[config.mk]
export PLATFORM = sky130hd
export DESIGN_NAME = tagHoldPipe
export DESIGN_NICKNAME = d
export VERILOG_FILES = /design/src/rtl/tagHoldPipe_pkg.sv /design/src/rtl/tagHoldCtrl.sv /design/src/rtl/tagHoldData.sv /design/src/rtl/tagHoldPipe.sv
export SDC_FILE = /design/constraint.sdc
export NUM_CORES = 1
export LEC_CHECK = 0
export ABC_AREA = 0
export BUFFER_PORTS_ARGS = -buffer_cell sky130_fd_sc_hd__buf_2
export CORE_MARGIN = 2
export CORE_UTILIZATION = 30
export CTS_CLUSTER_DIAMETER = 80
export DETAILED_ROUTE_END_ITERATION = 10
export PLACE_DENSITY = 0.58
export SLEW_MARGIN = 10
export SYNTH_ARGS = -nofsm -noshare
export SYNTH_HDL_FRONTEND = slang
export SYNTH_SLANG_ARGS = --single-unit
[constraint.sdc]
create_clock -name clk -period 1.9 [get_ports clk]
set_clock_uncertainty 0.05 [all_clocks]
set_input_delay 0.19 -clock clk [delete_from_list [all_inputs] [get_ports clk]]
set_output_delay 0.19 -clock clk [all_outputs]
set_load 0.03 [all_outputs]
[src/rtl/tagHoldPipe_pkg.sv]
package tagHoldPipe_pkg;
  typedef enum logic [1:0] {
    SRC_HOST = 2'd0,
    SRC_DMA  = 2'd1,
    SRC_FIFO = 2'd2
  } srcSel_e;

  // Strobes from control to datapath for one cycle
  typedef struct packed {
    logic    clear;
    logic    load1;
    srcSel_e src;
    logic    advance;
    logic    loadRl;
  } stageStrobe_t;
endpackage

[src/rtl/tagHoldCtrl.sv]
module tagHoldCtrl
  import tagHoldPipe_pkg::*;
#(
  parameter int STAT_W = 4
) (
  input  logic              clk,
  input  logic              rstN,
  input  logic              fifoReset,
  input  logic              txDir,
  input  logic              rleEnable,
  input  logic              ctrlWr,
  input  logic              ctrlSetTag,
  input  logic              ctrlDmaEn,
  input  logic              hostWr1,
  input  logic              hostRd1,
  input  logic              hostRd2,
  input  logic              dmaInValid,
  input  logic              fifoInValid,
  input  logic              fifoInTag,
  input  logic              fifoInIsRle,
  input  logic              fifoOutReady,
  input  logic              dmaOutReady,
  output stageStrobe_t      strb,
  output logic              tagArmed,
  output logic              dmaInReady,
  output logic              fifoInReady,
  output logic              fifoOutValid,
  output logic              dmaOutValid,
  output logic              outTag,
  output logic              irq,
  output logic [STAT_W-1:0] hrStatus
);
  logic v1, t1, v2, t2;
  logic dmaEn, armed;
  logic anyTag, drain2, pop1, advance, free1;
  logic hostLoad, dmaLoad, fifoLoad, rleHit, load1, newTag;

  always_comb begin
    anyTag       = (v1 & t1) | (v2 & t2);
    fifoOutValid = txDir & v2;
    dmaOutValid  = ~txDir & v2 & dmaEn & ~anyTag;
    drain2       = v2 & ((fifoOutValid & fifoOutReady) |
                         (dmaOutValid & dmaOutReady) | hostRd2);
    pop1         = v1 & hostRd1;
    advance      = v1 & ~hostRd1 & (~v2 | drain2);
    free1        = ~v1 | advance | pop1;
    hostLoad     = txDir & hostWr1 & free1;
    dmaInReady   = txDir & dmaEn & free1 & ~hostWr1;
    dmaLoad      = dmaInValid & dmaInReady;
    rleHit       = fifoInIsRle & rleEnable;
    fifoInReady  = ~txDir & (rleHit | free1);
    fifoLoad     = ~txDir & fifoInValid & ~rleHit & free1;
    load1        = hostLoad | dmaLoad | fifoLoad;
    if (hostLoad)      newTag = armed & ~dmaEn;
    else if (fifoLoad) newTag = fifoInTag | fifoInIsRle;
    else               newTag = 1'b0;

    strb.clear   = fifoReset;
    strb.load1   = load1;
    strb.src     = hostLoad ? SRC_HOST : (dmaLoad ? SRC_DMA : SRC_FIFO);
    strb.advance = advance;
    strb.loadRl  = ~txDir & fifoInValid & rleHit;
  end

  always_ff @(posedge clk or negedge rstN) begin
    if (!rstN) begin
      v1 <= 1'b0; t1 <= 1'b0; v2 <= 1'b0; t2 <= 1'b0;
    end else if (fifoReset) begin
      v1 <= 1'b0; t1 <= 1'b0; v2 <= 1'b0; t2 <= 1'b0;
    end else begin
      if (advance) begin
        v2 <= 1'b1; t2 <= t1;
      end else if (drain2) begin
        v2 <= 1'b0; t2 <= 1'b0;
      end
      if (load1) begin
        v1 <= 1'b1; t1 <= newTag;
      end else if (advance | pop1) begin
        v1 <= 1'b0; t1 <= 1'b0;
      end
    end
  end

  always_ff @(posedge clk or negedge rstN) begin
    if (!rstN) begin
      dmaEn <= 1'b0;
      armed <= 1'b0;
    end else if (ctrlWr) begin
      dmaEn <= ctrlDmaEn;
      armed <= ctrlSetTag;
    end else if (hostLoad & armed & ~dmaEn) begin
      armed <= 1'b0;
    end
  end

  assign tagArmed = armed;
  assign outTag   = t2;
  assign irq      = ~txDir & anyTag;
  assign hrStatus = {t2, v2, t1, v1};
endmodule

[src/rtl/tagHoldData.sv]
module tagHoldData
  import tagHoldPipe_pkg::*;
#(
  parameter int DATA_W = 8
) (
  input  logic              clk,
  input  logic              rstN,
  input  stageStrobe_t      strb,
  input  logic [DATA_W-1:0] hostWrData,
  input  logic [DATA_W-1:0] dmaInData,
  input  logic [DATA_W-1:0] fifoInData,
  output logic [DATA_W-1:0] stg1Data,
  output logic [DATA_W-1:0] stg2Data,
  output logic [DATA_W-1:0] rlCount
);
  logic [DATA_W-1:0] inByte;

  always_comb begin
    case (strb.src)
      SRC_HOST: inByte = hostWrData;
      SRC_DMA:  inByte = dmaInData;
      default:  inByte = fifoInData;
    endcase
  end

  always_ff @(posedge clk or negedge rstN) begin
    if (!rstN) begin
      stg1Data <= '0;
      stg2Data <= '0;
    end else if (strb.clear) begin
      stg1Data <= '0;
      stg2Data <= '0;
    end else begin
      if (strb.advance) stg2Data <= stg1Data;
      if (strb.load1)   stg1Data <= inByte;
    end
  end

  always_ff @(posedge clk or negedge rstN) begin
    if (!rstN)            rlCount <= '0;
    else if (strb.loadRl) rlCount <= fifoInData;
  end
endmodule

[src/rtl/tagHoldPipe.sv]
module tagHoldPipe
  import tagHoldPipe_pkg::*;
#(
  parameter int DATA_W = 8,
  localparam int STAT_W = 4
) (
  input  logic              clk,
  input  logic              rstN,
  input  logic              fifoReset,
  input  logic              txDir,
  input  logic              rleEnable,
  input  logic              ctrlWr,
  input  logic              ctrlSetTag,
  input  logic              ctrlDmaEn,
  output logic              tagArmed,
  input  logic              hostWr1,
  input  logic [DATA_W-1:0] hostWrData,
  input  logic              hostRd1,
  input  logic              hostRd2,
  output logic [DATA_W-1:0] stg1Data,
  output logic [DATA_W-1:0] stg2Data,
  output logic [STAT_W-1:0] hrStatus,
  output logic              irq,
  input  logic              dmaInValid,
  input  logic [DATA_W-1:0] dmaInData,
  output logic              dmaInReady,
  input  logic              fifoInValid,
  input  logic [DATA_W-1:0] fifoInData,
  input  logic              fifoInTag,
  input  logic              fifoInIsRle,
  output logic              fifoInReady,
  output logic              fifoOutValid,
  input  logic              fifoOutReady,
  output logic              dmaOutValid,
  input  logic              dmaOutReady,
  output logic [DATA_W-1:0] outData,
  output logic              outTag,
  output logic [DATA_W-1:0] rlCount
);
  stageStrobe_t strb;

  tagHoldCtrl #(.STAT_W(STAT_W)) i_ctrl (
    .clk(clk), .rstN(rstN), .fifoReset(fifoReset), .txDir(txDir),
    .rleEnable(rleEnable), .ctrlWr(ctrlWr), .ctrlSetTag(ctrlSetTag),
    .ctrlDmaEn(ctrlDmaEn), .hostWr1(hostWr1), .hostRd1(hostRd1),
    .hostRd2(hostRd2), .dmaInValid(dmaInValid), .fifoInValid(fifoInValid),
    .fifoInTag(fifoInTag), .fifoInIsRle(fifoInIsRle),
    .fifoOutReady(fifoOutReady), .dmaOutReady(dmaOutReady), .strb(strb),
    .tagArmed(tagArmed), .dmaInReady(dmaInReady), .fifoInReady(fifoInReady),
    .fifoOutValid(fifoOutValid), .dmaOutValid(dmaOutValid),
    .outTag(outTag), .irq(irq), .hrStatus(hrStatus)
  );

  tagHoldData #(.DATA_W(DATA_W)) i_data (
    .clk(clk), .rstN(rstN), .strb(strb), .hostWrData(hostWrData),
    .dmaInData(dmaInData), .fifoInData(fifoInData), .stg1Data(stg1Data),
    .stg2Data(stg2Data), .rlCount(rlCount)
  );

  assign outData = stg2Data;
endmodule

==> reports/qor.yml <==
worst_hold_path:
  worstHoldPathCells: 3
  min_from: "ctrlSetTag"
  hold_class: "in2reg"
  min_to: "i_ctrl.tagArmed"
clock_network:
  clk_pin_slew_ns: 0.07
  cts-root-buf: "clkbuf_8"
  cts_buffers: 5
  clkSinkCount: 30
  htreeDepth: 2
  insertion_delay_ns: 0.29
  clk_path_buf_depth: 2
  cts_tree: "yes"
worst_setup_path:
  r2r-start: "i_ctrl.outTag"
  end_kind: "output pin"
  worstReg2RegEnd: "i_data.stg2Data[6]"
  crit_chain: "and4bb_4 -> nand3_4 -> nand3_2 -> and4b_2 -> buf_4"
  slowest_stage: "dfrtp_1"
  r2r_setup_slack_ns: 0.15
  reg2reg_depth: 5
  crit_fanout: 4
  max_stage_delay_ns: 0.38
  worstPathArrival_ns: 1.57
  worstSetupPathType: "reg2out"
  crit_required_ns: 1.66
  worstSetupStartpointType: "flip-flop"
cells_and_area:
  instances_no_fill: 346
  fin_nets: 309
  fin_area_um2: 2505
  regArea_um2: 750.7
  antenna_cells: 0
  final_cell_mix: "81 x buf_2, 30 x dfrtp_1, 22 x nand2b_1"
  multiInputGateArea_um2: 1039
  n_fill_cell: 642
  mostFrequentLayoutCell: "buf_2"
  drive_above_1_share_pct: 48.70
  area_delta_synth_final_pct: 23.66
synth:
  synth_cells: 195
  seq_area_frac_synth_pct: 37.06
  ys_types: 40
  yosysWarnings: 0
  synth_seq_cells: 30
  synth_nets: 236
  synth_area_um2: 2026
  synth_area_per_cell_um2: 10.39
placement:
  place.gp.congestion: 0.7394
  dp_cells: 335
  numPortBuffers: 83
  dpl_cell_area_um2: 2356
  place_hpwl_mm: 3.818
timing:
  slew-limit-headroom_pct: 51.01
  period_share_pct: 95.52
  post-route-min-period_ns: 1.815
  slew_viol_final: 0
  finalHoldViolCount: 0
  worst_slew_pin_slew_ns: 0.7349
  setup-violations-final: 0
  max_freq_ghz: 0.5510
  fin_setup_tns_ns: 0
  rsz0062_at_grt: "no"
detailed_routing:
  drt_pass1_iterations: 7
  antenna_left: 0
  vias: 1706
  post_drt_wl_per_cell_um: 15.00
  route.detailed.drc: 0
  drtIter0Drc: 71
  drt-total-wl_mm: 5.190
  via_per_inst: 4.931
global_route:
  use_met3_pct: 3.048
  grt_pass1_vias: 1603
  use_met1_pct: 19.37
  grt_max_degree: 31
  gr-usage-all-layers_pct: 14.26
  grt_pass1_wl_mm: 8.231
  use_met2_pct: 21.63
  overflow: 0
  busiest_layer: "met2"
  antenna_found_initial: 0
pwr:
  power_density_nw_per_um2: 765.6
  vdd_drop_max_mv: 0.3190
  finalPower_mw: 1.918
  p_leak_nw: 1.186
floorplan:
  start_util_pct: 31.54
  chipHeight_um: 86.17
  die_area_um2: 7425
  core_area_um2: 6422
  rows: 29
  io_pins: 84
  dieWidth_um: 86.17
job:
  maxCapViolations: 0
status:
  outcome: "finished, final reports clean"
-- sequential cells by signal, indices dropped and copies added, names as in the netlist --
name	cells
i_ctrl.outTag	1
i_data.rlCount	8
i_data.stg2Data	8
i_ctrl.dmaEn	1
i_ctrl.v2	1
i_ctrl.t1	1
i_data.stg1Data	8
i_ctrl.tagArmed	1
i_ctrl.v1	1
-- logic make-up (layout without fill, tap and decap cells) --
| family | after synthesis | in the layout | synth area share, % |
|---|---|---|---|
| AOI/OAI and AO/OA | 48 | 48 | 21.00 |
| buffers and inverters | 31 | 105 | 12.17 |
| DFF | 30 | 30 | 37.06 |
| muxes | 18 | 18 | 9.451 |
| and+or+nand+nor | 68 | 68 | 20.32 |
-- how the worst max path moves through the flow --
stage	start	to	slack [ns]	cells past startpoint
finish	i_ctrl.outTag	dmaInReady	0.09	5
global route	i_ctrl.outTag	fifoInReady	0.01	5
CTS	i_ctrl.outTag	dmaInReady	0.04	5
detailed placement	i_ctrl.outTag	i_data.stg2Data[6]	0.20	4
global placement	i_ctrl.outTag	fifoInReady	0.22	5
floorplan	i_ctrl.outTag	fifoInReady	0.009	5
-- final cells by class --
cell class | count | share of cell area (%)
repair buffers | 91 | 19.43
inverters | 6 | 0.8991
well taps | 77 | 3.846
clock inverters | 2 | 1.499
multi-input cells | 134 | 41.46
clock buffers | 6 | 2.897
flip-flops and latches | 30 | 29.97
-- power by group --
| group | internal (mW) | switching (mW) |
|---|---|---|
| logic | 0.196 | 0.326 |
| registers | 0.703 | 0.0427 |
| clock network | 0.391 | 0.259 |
| total | 1.29 | 0.628 |
-- per-layer routing --
metal	vias to the layer above	wire, µm	part of all wire [%]
met5	-	0	0
met4	0	94	1.8
met3	9	340	6.6
met2	72	2332	45
met1	797	2421	47
li1	828	-	-
-- worst max-delay path, delay by kind of cell (launching register included) --
| kind | cells | cell delay [ns] |
|---|---|---|
| buf+inv | 1 | 0.16 |
| flops | 1 | 0.38 |
| simple gates | 4 | 0.75 |
-- cell usage after synthesis (all sizes together) --
cell	instances	area share, %
dfrtp	30	37
nand2b	22	6.8
buf	17	6.5
nand2	17	3.3
a21oi	10	3.0
mux2	9	5.0
mux2i	9	4.4
o21ai	9	2.8
a22oi	8	3.0
clkbuf	8	4.5
nand3	7	2.8
nor2	7	1.3
inv	6	1.1
nand3b	6	2.2
a32o	5	2.5
a211oi	4	2.5
a221oi	4	3.0
and2	4	1.4
a31oi	3	0.93
and2b	2	0.86
a21o	1	0.37
a2bb2oi	1	0.43
a32oi	1	1.4
and3	1	0.31
and4b	1	0.49
and4bb	1	0.80
o31ai	1	0.37
o32ai	1	0.80
-- through the flow --
| step | utilization (%) | worst slack [ns] | hold WS, ns |
|---|---|---|---|
| finish | 39.00 | 0.08508 | 0.05948 |
| global route | 39.00 | 0.01138 | 0.07015 |
| global placement | 36.68 | 0.2240 | 0.2311 |
| floorplan | - | 0.009449 | -0.1556 |
| CTS | 38.83 | 0.03868 | 0.05283 |
| detailed placement | 36.68 | 0.2046 | 0.2385 |
-- what timing repair did --
action,4_1_cts,5_1_grt
setup buffers,2,0
hold buffers,1,0
gates resized for setup,1,4
pin swaps,1,0
endpoints found under the setup margin,2,2
cloned,0,0
endpoints found under the hold margin,30,0
No activity file was read; power rests on OpenSTA's default activity.
